## src/rtl/cfg_chk_pkg.sv

```systemverilog
package cfg_chk_pkg;

   typedef enum logic [1:0] {
      ST_IDLE = 2'd0,
      ST_RUN  = 2'd1,
      ST_FIN  = 2'd2
   } chk_state_e;

   typedef enum logic [1:0] {
      MD_NONE = 2'd0,
      MD_SUM  = 2'd1,
      MD_CRC  = 2'd2
   } chk_mode_e;

endpackage

```

## src/rtl/cfg_chk_ctrl.sv

```systemverilog
module cfg_chk_ctrl
   import cfg_chk_pkg::*;
#(
   parameter int         DATA_W    = 8,
   parameter int         ADDR_W    = 9,
   parameter int         CRC_W     = 16,
   parameter int         TYPE_ADDR = 2,
   parameter int         SUM_LAST  = 62,
   parameter int         SUM_CHK   = 63,
   parameter int         CRC_LAST  = 125,
   parameter int         CRC_LO    = 126,
   parameter int         CRC_HI    = 127,
   parameter logic [7:0] TYPE_SUM  = 8'h04,
   parameter logic [7:0] TYPE_CRC  = 8'h0C
) (
   input  logic              clk,
   input  logic              rst_n,
   input  logic              start_i,
   input  logic              byte_vld_i,
   input  logic [DATA_W-1:0] byte_i,
   input  logic [ADDR_W-1:0] addr_i,
   input  logic [DATA_W-1:0] sum_i,
   input  logic [CRC_W-1:0]  crc_i,
   output logic              clr_o,
   output logic              sum_en_o,
   output logic              crc_en_o,
   output logic              done_o,
   output logic              pass_o,
   output logic              unsup_o
);

   localparam logic [ADDR_W-1:0] A_TYPE     = ADDR_W'(TYPE_ADDR);
   localparam logic [ADDR_W-1:0] A_SUM_LAST = ADDR_W'(SUM_LAST);
   localparam logic [ADDR_W-1:0] A_SUM_CHK  = ADDR_W'(SUM_CHK);
   localparam logic [ADDR_W-1:0] A_CRC_LAST = ADDR_W'(CRC_LAST);
   localparam logic [ADDR_W-1:0] A_CRC_LO   = ADDR_W'(CRC_LO);
   localparam logic [ADDR_W-1:0] A_CRC_HI   = ADDR_W'(CRC_HI);
   localparam logic [DATA_W-1:0] T_SUM      = DATA_W'(TYPE_SUM);
   localparam logic [DATA_W-1:0] T_CRC      = DATA_W'(TYPE_CRC);

   chk_state_e        state_q;
   chk_mode_e         mode_q;
   logic [DATA_W-1:0] lo_q;
   logic              done_q, pass_q, unsup_q;
   logic              take;

   assign take     = (state_q == ST_RUN) && byte_vld_i && !start_i;
   assign clr_o    = start_i;
   assign sum_en_o = take && (addr_i <= A_SUM_LAST);
   assign crc_en_o = take && (addr_i <= A_CRC_LAST);

   always_ff @(posedge clk or negedge rst_n) begin
      if (!rst_n) begin
         state_q <= ST_IDLE;
         mode_q  <= MD_NONE;
         lo_q    <= '0;
         done_q  <= 1'b0;
         pass_q  <= 1'b0;
         unsup_q <= 1'b0;
      end else begin
         done_q <= 1'b0;
         if (start_i) begin
            state_q <= ST_RUN;
            mode_q  <= MD_NONE;
            lo_q    <= '0;
            pass_q  <= 1'b0;
            unsup_q <= 1'b0;
         end else if (take) begin
            if (addr_i == A_TYPE) begin
               if (byte_i == T_SUM)      mode_q <= MD_SUM;
               else if (byte_i == T_CRC) mode_q <= MD_CRC;
               else begin
                  done_q  <= 1'b1;
                  unsup_q <= 1'b1;
                  state_q <= ST_FIN;
               end
            end
            if (mode_q == MD_SUM && addr_i == A_SUM_CHK) begin
               done_q  <= 1'b1;
               pass_q  <= (byte_i == sum_i);
               state_q <= ST_FIN;
            end
            if (mode_q == MD_CRC && addr_i == A_CRC_LO)
               lo_q <= byte_i;
            if (mode_q == MD_CRC && addr_i == A_CRC_HI) begin
               done_q  <= 1'b1;
               pass_q  <= ({byte_i, lo_q} == crc_i);
               state_q <= ST_FIN;
            end
         end
      end
   end

   assign done_o  = done_q;
   assign pass_o  = pass_q;
   assign unsup_o = unsup_q;

endmodule

```

## config.mk

```make
export PLATFORM = sky130hd
export DESIGN_NAME = cfg_chk_ctrl
export DESIGN_NICKNAME = d
export VERILOG_FILES = /design/src/rtl/cfg_chk_pkg.sv /design/src/rtl/cfg_chk_ctrl.sv
export SDC_FILE = /design/constraint.sdc
export NUM_CORES = 1
export LEC_CHECK = 0
export BUFFER_PORTS_ARGS = -buffer_cell sky130_fd_sc_hd__buf_2
export CAP_MARGIN = 20
export CORE_MARGIN = 3
export CORE_UTILIZATION = 40
export CTS_BUF_LIST = sky130_fd_sc_hd__clkbuf_4 sky130_fd_sc_hd__clkbuf_8
export CTS_CLUSTER_SIZE = 24
export DETAILED_ROUTE_END_ITERATION = 7
export HOLD_SLACK_MARGIN = 0.02
export PLACE_DENSITY = 0.74
export SLEW_MARGIN = 20
export SYNTH_ARGS = -nofsm -noshare
export SYNTH_HDL_FRONTEND = slang
export SYNTH_SLANG_ARGS = --single-unit
```

## constraint.sdc

```tcl
create_clock -name clk -period 1.8 [get_ports clk]
set_clock_uncertainty 0.15 [all_clocks]
set_input_delay 0.18 -clock clk [delete_from_list [all_inputs] [get_ports clk]]
set_output_delay 0.18 -clock clk [all_outputs]
set_load 0.01 [all_outputs]
```

==> flow_summary.yaml <==
drt:
  ant_nets: 0
  post-route-drc-count: 0
  vias_per_cell: 5.23
  routed_wl_um: 2640
  num_vias: 1004
  first_iter_violations: 24
  post_drt_wl_per_cell_um: 13.7
  drt-pass1-iter-count: 4
worst_setup_path:
  crit_path_start_kind: "flip-flop"
  worstSetupEndpointType: "primary output"
  cp.arrival_ns: 1.41
  worst-path-max-fanout: 3
  slowest_delay_ns: 0.39
  critPathRequiredTime_ns: 1.47
  path_delay_family: "flip-flops"
  cp_num_buf_inv: 1
  worst-setup-path-type: "reg -> out"
  critPathSlowestCell: "dfrtp_1"
  crit_chain: "nand3b_1 > nand2b_4 > a311oi_2 > buf_2"
timing:
  fin_tns_setup_ns: 0
  slew_violations: 0
  slew_headroom_pct: 77.1
  fmax_mhz: 574
  hold_violations: 0
  fin_crit_ns: 1.74
  finalSetupViolCount: 0
  fin_ws_ns: 0.0570
  fin_crit_sh_pct: 96.8
  whs_ns: 0.0897
  tightest_slew_ns: 0.341
global_routing:
  antenna_found_initial: 0
  grt_pass1_wl_um: 4180
  use_met3_pct: 3.22
  grt_busiest_layer: "met2"
  grt_pass1_vias: 1012
  overflow: 0
  met1_usage_pct: 20.9
  track_usage_pct: 16.1
  grt_max_degree: 17
  met2_usage_pct: 27.1
floorplanning:
  die_h_um: 56.6
  ios: 51
  placementRows: 17
  die-area_mm2: 0.00321
  die_w_um: 56.6
  initial_utilization_pct: 44.2
  core_area_mm2: 0.00232
placement:
  place_ws_ns: -0.0328
  placed_area_mm2: 0.00134
  dp_cells: 186
  port_buffers: 50
  hpwl_um: 2100
  gp_congestion: 0.904
clocking:
  cts_sinks: 15
  clock-root-buffer: "clkbuf_4"
  cts_buffers: 3
  clkLatencyLatePin_ns: 0.27
  cts_htree_levels: 1
  clk_pin_slew_ns: 0.09
  cts_tree: "built"
  clk_path_buf_depth: 2
synth:
  avgSynthCellArea_um2: 9.85
  synth_cells: 104
  syn_nets: 149
  yosysSeqAreaShare_pct: 36.6
  synth_top_cell_by_area: "dfrtp_1"
  synth_top_area_share_pct: 36.6
  synth-seq-cells: 15
  synth_area_mm2: 0.00102
  synth.distinct_cells: 30
  synthTopCellsByArea: "dfrtp_1 (37%), xor2_1 (21%), mux2i_1 (9.8%)"
  ys.warnings.count: 0
power_and_ir_drop:
  ir_drop_v: 0.000337
  switching_share_pct: 25.9
  finalPower_mw: 0.691
  switchingPower_mw: 0.179
  seqPwrFrac_pct: 48.7
  cellInternalPower_mw: 0.512
  power_frac_clock_pct: 29.5
  leakage_nw: 0.765
  comb_power_share_pct: 21.8
  power.density_mw_per_mm2: 487
cells_and_area:
  synthToLayoutAreaGrowth_pct: 38.3
  layout_common_cells: "buf_2 (50), xor2_1 (24), dfrtp_1 (15)"
  final_cell_area_mm2: 0.00142
  final_core_util_pct: 61.1
  diodes: 0
  final_cells: 192
  final_common_cell: "buf_2"
  drive_above_1_share_pct: 42.7
  num-nets-final: 210
flow_run:
  cap_violations: 0
min_path:
  hold_path.class: "in -> reg"
status:
  status: "completed"
-- layout make-up --
cell class / instances / area (µm²)
fill: 211 / 901
multi-input combinational: 84 / 653
sequential: 15 / 375
timing repair buffer: 58 / 313
tap: 28 / 35.0
clock buffer: 4 / 30.0
inverter: 3 / 11.3
-- flip-flops by register name (all words and copies together), names as in the netlist --
signal / cells
lo_q: 8
state_q: 2
done_o: 1
pass_o: 1
mode_q: 2
unsup_o: 1
-- power by group through the flow --
| stage | sequential (mW) | combinational [mW] | clock, mW |
|---|---|---|---|
| 4_1_cts | 0.337 | 0.145 | 0.208 |
| 5_1_grt | 0.337 | 0.166 | 0.227 |
| 3_3_place_gp | 0.343 | 0.139 | 0 |
| 2_1_floorplan | 0.344 | 0.0498 | 0 |
| 3_5_place_dp | 0.343 | 0.142 | 0 |
| 6_report | 0.337 | 0.151 | 0.204 |
-- worst min-delay path, cell delays in order --
cell	delay [ns]
buf_2	0.14
mux2i_1	0.08
nor2_1	0.08
-- path summary, 6_finish.rpt --
check,startpoint,end,slack [ns],cells past startpoint
worst min-delay path,byte_i[3],lo_q[3],0.09,3
max in group asynchronous,rst_n,state_q[1],1.07,2
worst min register to register,state_q[1],state_q[1],0.35,1
worst max register to register,state_q[1],state_q[0],0.12,5
min in group asynchronous,rst_n,mode_q[0],0.18,2
worst max-delay path,state_q[1],sum_en_o,0.06,4
-- metal layers --
metal	routed length (µm)	vias to the layer above
met3	219	4
met2	1220	49
met5	0	-
li1	-	496
met4	36	0
met1	1160	455
-- cell families after synthesis --
family          Yosys count  synth area share [%]
simple gates             43                  26.0
flops                    15                  36.6
xor+xnor                 24                  20.5
buf+inv                   5                  2.20
mux                      10                  9.77
compound gates            7                  4.89
-- Yosys cell counts, drive strengths merged --
master / instances
and4bb: 2
nand2: 3
mux2i: 10
inv: 3
or4b: 1
clkbuf: 1
nor4b: 1
nand3b: 1
o2bb2ai: 1
nor2: 13
nand3: 5
or3: 1
nand4: 1
buf: 1
nor4: 9
or4: 1
o21ai: 2
o21a: 1
a21o: 1
nand4b: 1
xor2: 24
dfrtp: 15
and4: 2
and3: 1
nand2b: 1
a311oi: 1
o211ai: 1
-- timing repair --
item / 4_1_cts / 5_1_grt
hold buffers: 1 / 0
resized for setup: 0 / 5
setup buffers: 0 / 1
setup endpoints to repair: 0 / 4
endpoints found under the hold margin: 15 / 0
Note: power is estimated with default switching activity, not from simulation.
